$ cat src/rtl/scsi_phase_guard.sv
module scsi_phase_guard #(
  parameter int TO_W = 8
) (
  input  logic            clk,
  input  logic            rst_n,
  input  logic            cmd_valid,
  input  logic [3:0]      cmd_code,
  input  logic            bus_req,
  input  logic            bus_ack,
  input  logic            bus_atn,
  input  logic            bus_msg,
  input  logic            bus_cd,
  input  logic            bus_io,
  input  logic            bus_rst,
  input  logic            bus_bsy,
  input  logic            bus_sel,
  input  logic            parity_err,
  input  logic            tick_10ms,
  input  logic [TO_W-1:0] sel_timeout,
  input  logic            csr_we,
  input  logic [1:0]      csr_addr,
  input  logic [7:0]      csr_wdata,
  output logic [7:0]      exc_reg,
  output logic [7:0]      err_reg,
  output logic [2:0]      int_reg,
  output logic [2:0]      mask_reg,
  output logic            irq,
  output logic            cmd_done
);

  typedef enum logic [1:0] {ST_IDLE, ST_SEL, ST_XFER, ST_BFREE} st_t;

  st_t             st, st_n;
  logic            owned, owned_n, conn, conn_n;
  logic            par_en, par_n, resel_en, resel_n;
  logic [2:0]      exp_ph, exp_n;
  logic [TO_W-1:0] tcnt, tcnt_n;
  logic [TO_W:0]   tinc;
  logic [5:0]      exc_q, exc_set, exc_clr;
  logic [6:0]      err_q, err_set, err_clr;
  logic            done_q, done_set, done_clr, done_p;
  logic [2:0]      mask_q;
  logic            clr_all;
  logic [2:0]      phase;

  assign phase = {bus_msg, bus_cd, bus_io};
  assign tinc  = {1'b0, tcnt} + 1'b1;

  function automatic logic [2:0] want_phase(input logic [3:0] c);
    case (c)
      4'd3:    want_phase = 3'd2;
      4'd4:    want_phase = 3'd3;
      4'd5:    want_phase = 3'd0;
      4'd6:    want_phase = 3'd1;
      4'd7:    want_phase = 3'd6;
      default: want_phase = 3'd7;
    endcase
  endfunction

  always_comb begin
    st_n = st; owned_n = owned; conn_n = conn; par_n = par_en; resel_n = resel_en;
    exp_n = exp_ph; tcnt_n = tcnt;
    exc_set = '0; err_set = '0; done_set = 1'b0; clr_all = 1'b0;
    if (cmd_valid && cmd_code == 4'hE) begin
      clr_all = 1'b1; st_n = ST_IDLE; owned_n = 1'b0; conn_n = 1'b0;
      par_n = 1'b0; resel_n = 1'b0; tcnt_n = '0;
    end else if (bus_rst) begin
      err_set[5] = 1'b1; st_n = ST_IDLE; owned_n = 1'b0; conn_n = 1'b0; tcnt_n = '0;
    end else begin
      if (parity_err && par_en) err_set[0] = 1'b1;
      case (st)
        ST_SEL: begin
          if (bus_bsy) begin
            st_n = ST_IDLE; conn_n = 1'b1; owned_n = 1'b0; done_set = 1'b1; tcnt_n = '0;
          end else if (tick_10ms && sel_timeout != '0) begin
            if (tinc >= {1'b0, sel_timeout}) begin
              exc_set[0] = 1'b1; st_n = ST_IDLE; owned_n = 1'b0; tcnt_n = '0;
            end else begin
              tcnt_n = tinc[TO_W-1:0];
            end
          end
        end
        ST_XFER: begin
          if (!bus_bsy) begin
            err_set[6] = 1'b1; st_n = ST_IDLE; conn_n = 1'b0;
          end else if (bus_req) begin
            st_n = ST_IDLE;
            if (phase == exp_ph) done_set = 1'b1;
            else                 exc_set[1] = 1'b1;
          end
        end
        ST_BFREE: begin
          if (!bus_bsy) begin
            done_set = 1'b1; st_n = ST_IDLE; conn_n = 1'b0;
          end
        end
        default: begin
          if (conn && !bus_bsy) begin
            err_set[6] = 1'b1; conn_n = 1'b0;
          end else if (!conn && !owned && resel_en && bus_sel && bus_io) begin
            exc_set[3] = 1'b1; conn_n = 1'b1;
          end
        end
      endcase
      if (cmd_valid) begin
        if (st != ST_IDLE || cmd_code == 4'h0) begin
          err_set[4] = 1'b1;
        end else begin
          case (cmd_code)
            4'h1: begin
              if (owned || conn)           err_set[4] = 1'b1;
              else if (bus_bsy || bus_sel) exc_set[2] = 1'b1;
              else begin owned_n = 1'b1; done_set = 1'b1; end
            end
            4'h2: begin
              if (!owned || conn) err_set[4] = 1'b1;
              else begin st_n = ST_SEL; tcnt_n = '0; end
            end
            4'h3, 4'h4, 4'h5, 4'h6, 4'h7, 4'h8: begin
              if (!conn) err_set[4] = 1'b1;
              else begin st_n = ST_XFER; exp_n = want_phase(cmd_code); end
            end
            4'h9: begin
              if (!conn) err_set[4] = 1'b1;
              else st_n = ST_BFREE;
            end
            4'hA: begin par_n = 1'b1;   done_set = 1'b1; end
            4'hB: begin par_n = 1'b0;   done_set = 1'b1; end
            4'hC: begin resel_n = 1'b1; done_set = 1'b1; end
            4'hD: begin resel_n = 1'b0; done_set = 1'b1; end
            default: done_set = 1'b1;
          endcase
        end
      end
    end
  end

  assign exc_clr  = (csr_we && csr_addr == 2'd0) ? csr_wdata[5:0] : '0;
  assign err_clr  = (csr_we && csr_addr == 2'd1) ? csr_wdata[6:0] : '0;
  assign done_clr = csr_we && csr_addr == 2'd2 && csr_wdata[0];

  always_ff @(posedge clk or negedge rst_n) begin
    if (!rst_n) begin
      st <= ST_IDLE; owned <= 1'b0; conn <= 1'b0; par_en <= 1'b0; resel_en <= 1'b0;
      exp_ph <= '0; tcnt <= '0; exc_q <= '0; err_q <= '0; done_q <= 1'b0;
      done_p <= 1'b0; mask_q <= '0;
    end else begin
      st <= st_n; owned <= owned_n; conn <= conn_n; par_en <= par_n; resel_en <= resel_n;
      exp_ph <= exp_n; tcnt <= tcnt_n;
      done_p <= done_set;
      if (clr_all) begin
        exc_q <= '0; err_q <= '0; done_q <= 1'b0;
      end else begin
        exc_q  <= (exc_q & ~exc_clr) | exc_set;
        err_q  <= (err_q & ~err_clr) | err_set;
        done_q <= (done_q & ~done_clr) | done_set;
      end
      if (csr_we && csr_addr == 2'd3) mask_q <= csr_wdata[2:0];
    end
  end

  assign exc_reg  = {2'b00, exc_q & 6'b001111};
  assign err_reg  = {1'b0, err_q};
  assign int_reg  = {|err_q, |exc_q, done_q};
  assign mask_reg = mask_q;
  assign irq      = |(int_reg & mask_q);
  assign cmd_done = done_p;

  assert_mismatch_nodone_R2: assert property (@(posedge clk) disable iff (!rst_n)
    $rose(exc_q[1]) |-> !done_p);

  assert_timeout_origin_R5: assert property (@(posedge clk) disable iff (!rst_n)
    $rose(exc_q[0]) |-> ($past(st) == ST_SEL && $past(sel_timeout) != '0 && $past(tick_10ms)));

  assert_seqerr_code0_R6: assert property (@(posedge clk) disable iff (!rst_n)
    (cmd_valid && cmd_code == 4'h0 && !bus_rst) |=> err_q[4]);

  assert_busreset_R8: assert property (@(posedge clk) disable iff (!rst_n)
    (bus_rst && !(cmd_valid && cmd_code == 4'hE)) |=> (err_q[5] && !conn && st == ST_IDLE));

  assert_ctlreset_R12: assert property (@(posedge clk) disable iff (!rst_n)
    (cmd_valid && cmd_code == 4'hE) |=> (exc_q == '0 && err_q == '0 && !done_q && !conn));

endmodule

$ cat config.mk
export PLATFORM = sky130hd
export DESIGN_NAME = scsi_phase_guard
export DESIGN_NICKNAME = d
export VERILOG_FILES = /design/src/rtl/scsi_phase_guard.sv
export SDC_FILE = /design/constraint.sdc
export NUM_CORES = 1
export LEC_CHECK = 0
export ABC_AREA = 1
export BUFFER_PORTS_ARGS = -buffer_cell sky130_fd_sc_hd__buf_2
export CAP_MARGIN = 30
export CORE_UTILIZATION = 57
export CTS_CLUSTER_DIAMETER = 200
export DETAILED_ROUTE_END_ITERATION = 8
export HOLD_SLACK_MARGIN = 0.06
export PLACE_DENSITY = 0.89
export SYNTH_ARGS = -nofsm -noshare
export SYNTH_HDL_FRONTEND = slang
export SYNTH_SLANG_ARGS = --single-unit
$ cat constraint.sdc
create_clock -name clk -period 4.3 [get_ports clk]
set_clock_uncertainty 0.1 [all_clocks]
set_input_delay 0.215 -clock clk [delete_from_list [all_inputs] [get_ports clk]]
set_output_delay 0.215 -clock clk [all_outputs]
set_load 0.02 [all_outputs]
-- Word-level counts from Yosys, hierarchy flattened
Index checks and enable logic that the tools add are counted.
- add/subtract/negate cells: 1
- magnitude comparators: 1
- eq/ne operators: 25
- multiplexer cells: 106
- bitwise logic cells: 13
- reductions and logical operators: 41
- operator list (kind ; number):
    $mux W8 ; 10
    $mux W1 ; 66
    $eq A4 B4 Y1 const B ; 7
    $mux W2 ; 13
    $eq A4 B3 Y1 const B ; 4
    $pmux W3 S5 ; 1
    $mux W7 ; 2
    $reduce_or A7 Y1 ; 2
    $logic_and A1 B1 Y1 ; 13
    $mux W6 ; 2
    $pmux W2 S3 ; 2
    $reduce_or A6 Y1 ; 2
    $pmux W1 S2 ; 5
    $add A8 B1 Y9 const B ; 1
    $ge A9 B8 Y1 ; 1
    $eq A2 B2 Y1 const B ; 4
    $eq A4 B2 Y1 const B ; 2
    $mux W4 ; 2
    $reduce_and A4 Y1 ; 2
    $reduce_bool A8 Y1 ; 1
    $reduce_or A8 Y1 ; 1
    $and A7 B7 Y7 ; 1
    $not A7 Y7 ; 1
    $or A7 B7 Y7 ; 1
    27 further kinds ; 41
- flip-flop bits (word level): 35
- output and inout bits: 24
- word-level logic and storage cells: 199

-- Logic depth before layout (Yosys ltp)
Gate-level depths: netlist (run 1).
- word-level depth: 14
- depth in mapped cells: 19

-- Least setup slack after synthesis (run 1)
Ideal clock, no wire load.
- path kind: reg-to-reg
- start: register tcnt[0]
- end: register tcnt[7]
- setup time: 118 ps
- arrival time: 2009 ps
- required time: 4082 ps
- path slack: 2072 ps
- cell stages (with the launch flop): 19
- path buffers: 0
- period minus slack after synthesis: 2228 ps
- path through: dfrtp_1 ha_1 nand3_1 xor2_1 inv_1 ha_1 nand2_1 nor2_1 nand2_1 nand3_1 nand2_1 nand2_1 nand2_1 nand2_1 nand2_1 nand2_1 nand2_1 nand2_4 nor2_1
- cells in the longest elaborated chain, start to end: 12
- RTL lines (what ; RTL line ; text):
    start, declared ; 37 ; logic [TO_W-1:0] tcnt, tcnt_n;
    start signal, assigned ; 149 ; exp_ph <= exp_n; tcnt <= tcnt_n;
    $add A8 B1 Y9 * ; 47 ; assign tinc = {1'b0, tcnt} + 1'b1;
    $ge A9 B8 Y1 ; 76 ; if (tinc >= {1'b0, sel_timeout}) begin
    $mux W8 * ; 76 ;
    $mux W8 * ; 75 ; end else if (tick_10ms && sel_timeout != '0) begin
    $mux W8 * ; 73 ; if (bus_bsy) begin
    $mux W8 * ; 71 ; case (st)
    $mux W8 ; 116 ; if (!owned || conn) err_set[4] = 1'b1;
    $mux W8 ; 109 ; case (cmd_code)
    $mux W8 ; 106 ; if (st != ST_IDLE || cmd_code == 4'h0) begin
    $mux W8 * ; 105 ; if (cmd_valid) begin
    $mux W8 * ; 67 ; end else if (bus_rst) begin
    $mux W8 * ; 64 ; if (cmd_valid && cmd_code == 4'hE) begin
    via tcnt_n[7] ; 37 ;
The timed path passes the listed nets; every way through them passes the cells marked *.
A chain may end at the register's enable or synchronous reset.

-- Worst setup path in the final report (run 1)
- start: register tcnt[0]
- end: register tcnt[4]
The elaborated chain is that of the path after synthesis.

==> results.sh, run 1 <==
export IMPL_outcome="finished, final reports clean"
export IMPL_place_area_sq_um=2620
export IMPL_hpwl_um=4180
export IMPL_via_per_inst=5.28
export IMPL_synth_seq_area_share=0.369
export IMPL_power_per_cell_area_nw_per_um2=321
export IMPL_startpoint="tcnt[0]$_DFF_PN0_"
export IMPL_clock_sinks=35
export IMPL_hold_viol_final=0
export IMPL_yosys_warnings=0
export IMPL_crit_top_cell="nand2_1"
export IMPL_grt_usage=0.259
export IMPL_fp_dieH_um=66.5
export IMPL_wl_um=5260
export IMPL_yosysTopAreaCell="dfrtp_1"
export IMPL_rr_startpoint="tcnt[0]$_DFF_PN0_"
export IMPL_avgSynthCellArea_sq_um=7.71
export IMPL_fill_cells=345
export IMPL_cap_violations=0
export IMPL_arrival_ns=2.55
export IMPL_diodes=0
export IMPL_cts_setup_buffers=0
export IMPL_path_class="flop to flop"
export IMPL_place_gp_congestion=0.881
export IMPL_yosys_top_cells_area="dfrtp_1, nand2_1, inv_1, nor2_1, o21ai_0"
export IMPL_ys_seq_elements=35
export IMPL_port_buffer_count=52
export IMPL_synth_ff_type="dfrtp_1"
export IMPL_worstHoldStart="parity_err"
export IMPL_ant_nets=0
export IMPL_syn_cell_area_sq_um=2370
export IMPL_via_count=2166
export IMPL_initial_utilization=0.594
export IMPL_dr_pass1_iters=5
export IMPL_max_freq_mhz=404
export IMPL_reg_largest_list="tcnt (8), err_q (7), exc_q (6)"
export IMPL_largest_reg_flops=8
export IMPL_slew_headroom=0.483
export IMPL_report_final_slew_viol_count=0
export IMPL_rows=23
export IMPL_ir_worst_vdd_uv=210
export IMPL_min_period_ns=2.48
export IMPL_clock_path_buffers=2
export IMPL_grt_max_degree=36
export IMPL_ys_async_sr_fraction=1.00
export IMPL_finalCritPeriodShare=0.576
export IMPL_die_area_sq_um=4430
export IMPL_fin_nets=405
export IMPL_yosys_area_top_type_share=0.369
export IMPL_area_delta_synth_final_pct=14.2
export IMPL_yosysUniqueCellTypes=43
export IMPL_antenna_found_initial=0
export IMPL_tns_ns=0
export IMPL_post_route_drc_count=0
export IMPL_wl_per_cell_um=12.8
export IMPL_hp_class="input port to flop"
export IMPL_cts_root_buffer="clkbuf_8"
export IMPL_grt_pass1_wl_um=8600
export IMPL_start_kind="flop"
export IMPL_end_kind="flop"
export IMPL_htreeDepth=2
export IMPL_cpPeakStageDelay_ns=0.43
export IMPL_die_x_um=66.5
export IMPL_setup_viol=0
export IMPL_cts_tree="yes"
export IMPL_final_layout_size_suffix_gt1_frac=0.239
export IMPL_cts_buffers=5
export IMPL_finalPower_w=0.000871
export IMPL_regMostFlops="tcnt"
export IMPL_synthCells=308
export IMPL_crit_fanout=8
export IMPL_rsz0062_at_grt="no"
export IMPL_grt_pass1_vias=2032
export IMPL_post_route_cell_area_sq_um=2710
export IMPL_clk_latency_ns=0.29
export IMPL_tightest_slew_ns=0.776
export IMPL_total_leakage_power_nw=1.44
export IMPL_drt_iter0_drc=110
export IMPL_crit_path_cell_trace="ha_1 -> nand3_1 -> xor2_1 -> inv_1 -> ha_1 -> nand2_1 -> nor2_1 -> nand2_1 -> nand3_1 -> nand2_1 -> nand2_1 -> nand2_1 -> nand2_1 -> nand2_1 -> nand2_1 -> nand2_1 -> nand2_4 -> nor2_1"
export IMPL_core_sq_um=4000
export IMPL_synth_edf_count=0
export IMPL_path_clk_slew_ns=0.07
export IMPL_crit_slowest_cell="dfrtp_1"
export IMPL_required_ns=4.38
export IMPL_gr_total_overflow=0
export IMPL_ios=61
repair_timing:
action | 4_1_cts | 5_1_grt
resized for setup | 0 | 0
hold buffers | 1 | 0
hold endpoints to repair | 35 | 0
final timing paths:
check / endpoint / slack, ns / cells after the start
hold / removal: err_q[0]$_DFF_PN0_ / 0.1 / 3
setup reg to reg: tcnt[4]$_DFF_PN0_ / 1.82 / 18
setup / recovery: tcnt[4]$_DFF_PN0_ / 1.82 / 18
max in group asynchronous: par_en$_DFFE_PN0P_ / 3.17 / 2
hold reg to reg: resel_en$_DFFE_PN0P_ / 0.41 / 2
min in group asynchronous: err_q[1]$_DFF_PN0_ / 0.44 / 2
metrics by stage:
step | util | cells | setup slack (ns) | hold slack (ns)
after floorplan | - | 312 | 2.07 | -0.181
after global placement | 0.654 | 401 | 1.86 | 0.223
after detailed placement | 0.654 | 401 | 1.81 | 0.228
after CTS | 0.678 | 410 | 1.79 | 0.0826
after global routing | 0.678 | 410 | 1.60 | 0.104
final | 0.678 | 410 | 1.82 | 0.0965
kinds of logic after synthesis:
family          Yosys count  synth area share
compound gates           56             0.138
buf+inv                  62             0.121
flops                    35             0.369
fa+ha+maj                 9            0.0474
simple gates            131             0.270
other cells               1           0.00158
mux                       4            0.0169
xor+xnor                 10            0.0369
layout by cell type (no fill, tap or decap), drive strengths merged, types with 2 or more instances in the layout:
cell and count:
a21boi 2, a21oi 13, a31oi 3, buf 52, clkbuf 6, conb 5
dfrtp 35, ha 9, inv 49, mux2i 4, nand2 59, nand3 20
nand3b 2, nand4 2, nor2 39, nor3 5, nor4 4, o21ai 31
xnor2 6, xor2 4
layer usage:
metal | track usage | wire length [um]
met4 | 0.101 | 95
met1 | 0.314 | 2280
met5 | 0 | 0
met3 | 0.0462 | 227
met2 | 0.452 | 2660
cells in the mapped netlist, types with 2 or more instances:
cell type,number
a21oi_1,13
a31oi_1,3
buf_2,2
buf_4,10
dfrtp_1,35
ha_1,9
inv_1,43
inv_2,4
mux2i_1,4
nand2_1,55
nand2_2,3
nand3_1,17
nand3_2,2
nand3b_1,2
nand4_1,2
nor2_1,32
nor2_2,5
nor3_1,2
nor3_2,2
nor4_1,4
o21ai_0,23
o21ai_1,6
o21ai_2,2
xnor2_1,6
xor2_1,4
where the power goes:
part	switching (W)	total [W]	internal, W
combinational	0.000145	0.000232	0.0000865
clock	0.000123	0.000236	0.000113
sequential	0.0000331	0.000404	0.000371
total	0.000301	0.000871	0.000570
worst max-delay path: cells and delay by family, from the launching register on:
| kind | cells | cell delay (ns) |
|---|---|---|
| flip-flops | 1 | 0.43 |
| buffers and inverters | 1 | 0.06 |
| AND/OR/NAND/NOR | 14 | 1.05 |
| XOR/XNOR | 1 | 0.19 |
| adder cells (fa/ha/maj) | 2 | 0.54 |
cell type report:
class                      count  area [sq um]  area share
multi-input combinational    215          1230       0.452
sequential                    35           876       0.323
timing repair buffer          53           270      0.0997
inverter                      49           191      0.0706
clock buffer                   6          72.6      0.0268
tap                           50          62.6      0.0231
clock inverter                 2          12.5     0.00461
Power figures use the tool's default switching activity.
==> run 2, diff against run 1 <==
CORE_UTILIZATION = 48   (was 57)
PLACE_DENSITY = 0.8   (was 0.89)
clock period = 2 ns   (was 4.3 ns; I/O delays follow)
==> results.sh, run 2 (synthesis gave the netlist of run 1 again) <==
export IMPL_crit_fanout=8
export IMPL_post_route_drc_count=0
export IMPL_cts_buffers=5
export IMPL_gr_usage_met2=0.374
export IMPL_grt_use_met3=0.0319
export IMPL_grt_max_degree=36
export IMPL_hold_viol_final=0
export IMPL_gr_usage_met1=0.278
export IMPL_htreeDepth=2
export IMPL_top_usage_layer="met2"
export IMPL_fin_ws_ns=-0.356
export IMPL_reg2reg_to="tcnt[7]$_DFF_PN0_"
export IMPL_largest_reg_flops=8
export IMPL_cts_root_buffer="clkbuf_8"
export IMPL_violations="negative setup slack"
export IMPL_reg_largest_list="tcnt (8), err_q (7), exc_q (6)"
export IMPL_cap_violations=0
export IMPL_fin_nets=432
export IMPL_diodes=0
export IMPL_dr_pass1_iters=4
export IMPL_clock_sinks=35
export IMPL_wl_per_cell_um=12.9
export IMPL_finalCritPeriodShare=1.18
export IMPL_clock_path_buffers=2
export IMPL_min_period_ns=2.36
export IMPL_slew_headroom=0.483
export IMPL_path_clk_slew_ns=0.08
export IMPL_die_x_um=72.3
export IMPL_grt_usage=0.220
export IMPL_grt_pass1_vias=2091
export IMPL_final_cell_mix="buf_2, nand2_1, inv_1"
export IMPL_rr_startpoint="tcnt[1]$_DFF_PN0_"
export IMPL_hpwl_um=4230
export IMPL_die_area_sq_um=5230
export IMPL_ff2ff_path_depth=16
export IMPL_setup_viol=11
export IMPL_fill_cells=430
export IMPL_ios=61
export IMPL_outcome="finished, violations left"
export IMPL_via_count=2307
export IMPL_arrival_ns=2.47
export IMPL_cts_tree="yes"
export IMPL_place_gp_congestion=0.916
export IMPL_required_ns=2.11
export IMPL_initial_utilization=0.499
export IMPL_power_per_cell_area_nw_per_um2=627
export IMPL_gr_total_overflow=0
export IMPL_via_per_inst=5.08
export IMPL_final_layout_size_suffix_gt1_frac=0.313
export IMPL_rows=25
export IMPL_startpoint="tcnt[1]$_DFF_PN0_"
export IMPL_report_final_slew_viol_count=0
export IMPL_end_kind="flop"
export IMPL_total_leakage_power_nw=1.58
export IMPL_hp_class="input port to flop"
export IMPL_antenna_found_initial=0
export IMPL_drt_iter0_drc=144
export IMPL_path_class="flop to flop"
export IMPL_regMostFlops="tcnt"
export IMPL_place_ws_ns=-0.338
export IMPL_endpoint="tcnt[7]$_DFF_PN0_"
export IMPL_start_kind="flop"
export IMPL_tightest_slew_ns=0.776
export IMPL_rsz0062_at_grt="yes"
export IMPL_core_sq_um=4750
export IMPL_port_buffer_count=52
export IMPL_layout_commonest_cell="buf_2"
export IMPL_clk_latency_ns=0.30
export IMPL_grt_pass1_wl_um=9020
export IMPL_area_delta_synth_final_pct=28.8
export IMPL_r2r_setup_slack_ns=-0.36
export IMPL_ant_nets=0
export IMPL_ir_worst_vdd_uv=462
export IMPL_fp_dieH_um=72.3
export IMPL_hold_ws_ns=0.0826
export IMPL_wl_um=5840
export IMPL_max_freq_mhz=425
export IMPL_tns_ns=-3.34
==> run 2: per-layer routing <==
metal	routed length, um	vias up	part of all wire
met1	2520	1079	0.43
met3	178	15	0.030
met4	146	0	0.025
li1	-	1145	-
met5	0	-	0
met2	2990	68	0.51
==> run 2: repair_timing <==
item,4_1_cts,5_1_grt
hold buffers,12,0
pin swaps,7,4
setup buffers,1,1
gates resized for setup,5,14
endpoints found under the setup margin,11,11
endpoints found under the hold margin,46,0
==> run 2: report_power, final <==
part           internal (W)  switching, W
Combinational      0.000203      0.000319
Clock              0.000249      0.000278
Sequential         0.000796     0.0000723
==> run 2: cell type report <==
| cell class | count | area, sq um | area share |
|---|---|---|---|
| clock buffers | 5 | 68.8 | 0.0225 |
| clock inverters | 3 | 23.8 | 0.00777 |
| inverters | 49 | 191 | 0.0626 |
| multi-input cells | 215 | 1310 | 0.429 |
| flip-flops and latches | 35 | 876 | 0.286 |
| well taps | 67 | 83.8 | 0.0274 |
| repair buffers | 80 | 504 | 0.165 |
==> run 2: worst min-delay path by stage <==
| stage | startpoint | to | slack, ns | cells past startpoint |
|---|---|---|---|---|
| floorplan | rst_n | cmd_done$_DFF_PN0_ | -0.30 | 0 |
| global placement | rst_n | mask_reg[2]$_DFFE_PN0P_ | 0.11 | 1 |
| detailed placement | rst_n | err_q[0]$_DFF_PN0_ | 0.13 | 1 |
| CTS | bus_req | st[1]$_DFF_PN0_ | 0.08 | 4 |
| global route | cmd_code[0] | exp_ph[2]$_DFFE_PN0P_ | 0.11 | 3 |
| finish | cmd_code[0] | resel_en$_DFFE_PN0P_ | 0.08 | 4 |
==> run 2: critical path: stages, from the launching register on <==
cell and delay [ns]:
dfrtp_1 0.39, ha_2 0.20, nand3_2 0.09, xor2_1 0.18, inv_1 0.10, ha_4 0.26, a21oi_1 0.18, nand3_2 0.09
nand2_1 0.06, nand2_1 0.04, nand2_1 0.06, nand2_2 0.06, nand2_2 0.07, nand2_2 0.05, nand2_2 0.09, nand2_4 0.10
nor2_1 0.15
==> run 2: stage by stage <==
stage	cells	cell area (sq um)	util	total power, W
floorplan	312	2400	-	0.00122
global placement	432	2750	0.579	0.00136
detailed placement	432	2750	0.579	0.00138
CTS	453	3000	0.631	0.00192
global route	454	3060	0.643	0.00202
finish	454	3060	0.643	0.00192
==> run 3, diff against run 2 <==
RECOVER_POWER = 25   (was unset)
==> results.sh, run 3 (synthesis gave the netlist of run 1 again) <==
export IMPL_outcome="finished, violations left"
export IMPL_violations="negative setup slack"
export IMPL_place_gp_congestion=0.916
export IMPL_layout_commonest_cell="nand2_1"
export IMPL_post_route_drc_count=0
export IMPL_drt_iter0_drc=139
export IMPL_clk_latency_ns=0.30
export IMPL_finalPower_w=0.00191
export IMPL_total_leakage_power_nw=1.52
export IMPL_crit_fanout=8
export IMPL_hold_viol_final=0
export IMPL_ant_nets=0
export IMPL_startpoint="tcnt[1]$_DFF_PN0_"
export IMPL_power_per_cell_area_nw_per_um2=628
export IMPL_dr_pass1_iters=4
export IMPL_grt_max_degree=36
export IMPL_endpoint="tcnt[7]$_DFF_PN0_"
export IMPL_clock_sinks=35
export IMPL_ios=61
export IMPL_grt_pass1_vias=2091
export IMPL_seqPwrFrac=0.456
export IMPL_path_clk_slew_ns=0.08
export IMPL_min_period_ns=2.35
export IMPL_reg_largest_list="tcnt (8), err_q (7), exc_q (6)"
export IMPL_final_layout_size_suffix_gt1_frac=0.271
export IMPL_reg2reg_to="tcnt[7]$_DFF_PN0_"
export IMPL_cap_violations=0
export IMPL_via_count=2314
export IMPL_via_per_inst=5.10
export IMPL_cts_buffers=5
export IMPL_fp_dieH_um=72.3
export IMPL_ir_worst_vdd_uv=463
export IMPL_end_kind="flop"
export IMPL_slew_headroom=0.479
export IMPL_fill_cells=443
export IMPL_max_freq_mhz=425
export IMPL_path_class="flop to flop"
export IMPL_setup_viol=11
export IMPL_arrival_ns=2.47
export IMPL_fin_ws_ns=-0.354
export IMPL_regMostFlops="tcnt"
export IMPL_pwr_share_comb=0.267
export IMPL_rr_startpoint="tcnt[1]$_DFF_PN0_"
export IMPL_die_area_sq_um=5230
export IMPL_wl_um=5840
export IMPL_cts_tree="yes"
export IMPL_swShare=0.352
export IMPL_initial_utilization=0.499
export IMPL_wl_per_cell_um=12.9
export IMPL_grt_usage=0.220
export IMPL_finalCritPeriodShare=1.18
export IMPL_die_x_um=72.3
export IMPL_cts_root_buffer="clkbuf_8"
export IMPL_dp_cells=432
export IMPL_fin_nets=432
export IMPL_p_switching_w=0.000672
export IMPL_port_buffer_count=52
export IMPL_report_final_slew_viol_count=0
export IMPL_place_ws_ns=-0.338
export IMPL_clock_path_buffers=2
export IMPL_largest_reg_flops=8
export IMPL_tightest_slew_ns=0.782
export IMPL_final_cells=454
export IMPL_clkPwrFrac=0.277
export IMPL_rows=25
export IMPL_core_sq_um=4750
export IMPL_required_ns=2.11
export IMPL_r2r_setup_slack_ns=-0.35
export IMPL_start_kind="flop"
export IMPL_hp_class="input port to flop"
export IMPL_grt_pass1_wl_um=9020
export IMPL_rsz0062_at_grt="yes"
export IMPL_ff2ff_path_depth=16
export IMPL_final_cell_mix="nand2_1, inv_1, buf_2"
export IMPL_diodes=0
export IMPL_hold_ws_ns=0.0817
export IMPL_area_delta_synth_final_pct=28.0
export IMPL_htreeDepth=2
export IMPL_intPower_w=0.00124
export IMPL_gr_total_overflow=0
export IMPL_antenna_found_initial=0
export IMPL_hpwl_um=4230
==> run 3: cell types whose count changed in the layout (fill, tap and decap cells not counted) <==
cell      previous run  this run
clkbuf_1             0        16
buf_2               52        36
==> run 3: what timing repair did <==
item,CTS,global route
resized for setup,5,14
setup buffers,1,1
endpoints found under the setup margin,11,11
hold endpoints to repair,46,0
pin swaps,7,4
hold buffers,12,0
==> run 3: area by class of cell <==
type / count / area (sq um) / share of cell area
clock buffer: 5 / 68.8 / 0.0226
clock inverter: 3 / 23.8 / 0.00782
inverter: 49 / 191 / 0.0630
multi-input combinational: 215 / 1310 / 0.431
sequential: 35 / 876 / 0.288
tap: 67 / 83.8 / 0.0276
timing repair buffer: 80 / 484 / 0.159
==> run 3: how the worst min path moves through the flow <==
stage | startpoint | endpoint | depth (start not counted)
6_report | cmd_code[0] | resel_en$_DFFE_PN0P_ | 4
2_1_floorplan | rst_n | cmd_done$_DFF_PN0_ | 0
4_1_cts | bus_req | st[1]$_DFF_PN0_ | 4
3_3_place_gp | rst_n | mask_reg[2]$_DFFE_PN0P_ | 1
5_1_grt | cmd_code[0] | exp_ph[2]$_DFFE_PN0P_ | 3
3_5_place_dp | rst_n | err_q[0]$_DFF_PN0_ | 1
==> run 3: stage by stage <==
stage / instance area (sq um) / util / TNS, ns
final: 3040 / 0.639 / -3.34
after CTS: 3000 / 0.631 / -3.11
after global routing: 3040 / 0.639 / -5.16
after detailed placement: 2750 / 0.579 / -3.35
after floorplan: 2400 / - / -1.33
after global placement: 2750 / 0.579 / -2.18
==> run 3: critical path: stages, from the launching register on <==
cell and delay [ns]:
dfrtp_1 0.39, ha_2 0.20, nand3_2 0.09, xor2_1 0.18
inv_1 0.10, ha_4 0.26, a21oi_1 0.18, nand3_2 0.09
nand2_1 0.06, nand2_1 0.04, nand2_1 0.06, nand2_2 0.06
nand2_2 0.07, nand2_2 0.05, nand2_2 0.09, nand2_4 0.10
nor2_1 0.14
==> run 3: per-layer routing <==
layer | part of all wire | global-route usage | up-vias
met5 | 0 | 0 | -
met4 | 0.025 | 0.100 | 0
met3 | 0.039 | 0.0319 | 15
met2 | 0.51 | 0.374 | 68
met1 | 0.43 | 0.278 | 1086
li1 | - | - | 1145
==> run 3: power by group through the flow <==
stage	sequential, W	clock [W]	combinational (W)
floorplan	0.000896	0	0.000325
detailed placement	0.000881	0	0.000495
global route	0.000882	0.000561	0.000564
finish	0.000870	0.000528	0.000510
CTS	0.000867	0.000538	0.000517
global placement	0.000878	0	0.000484
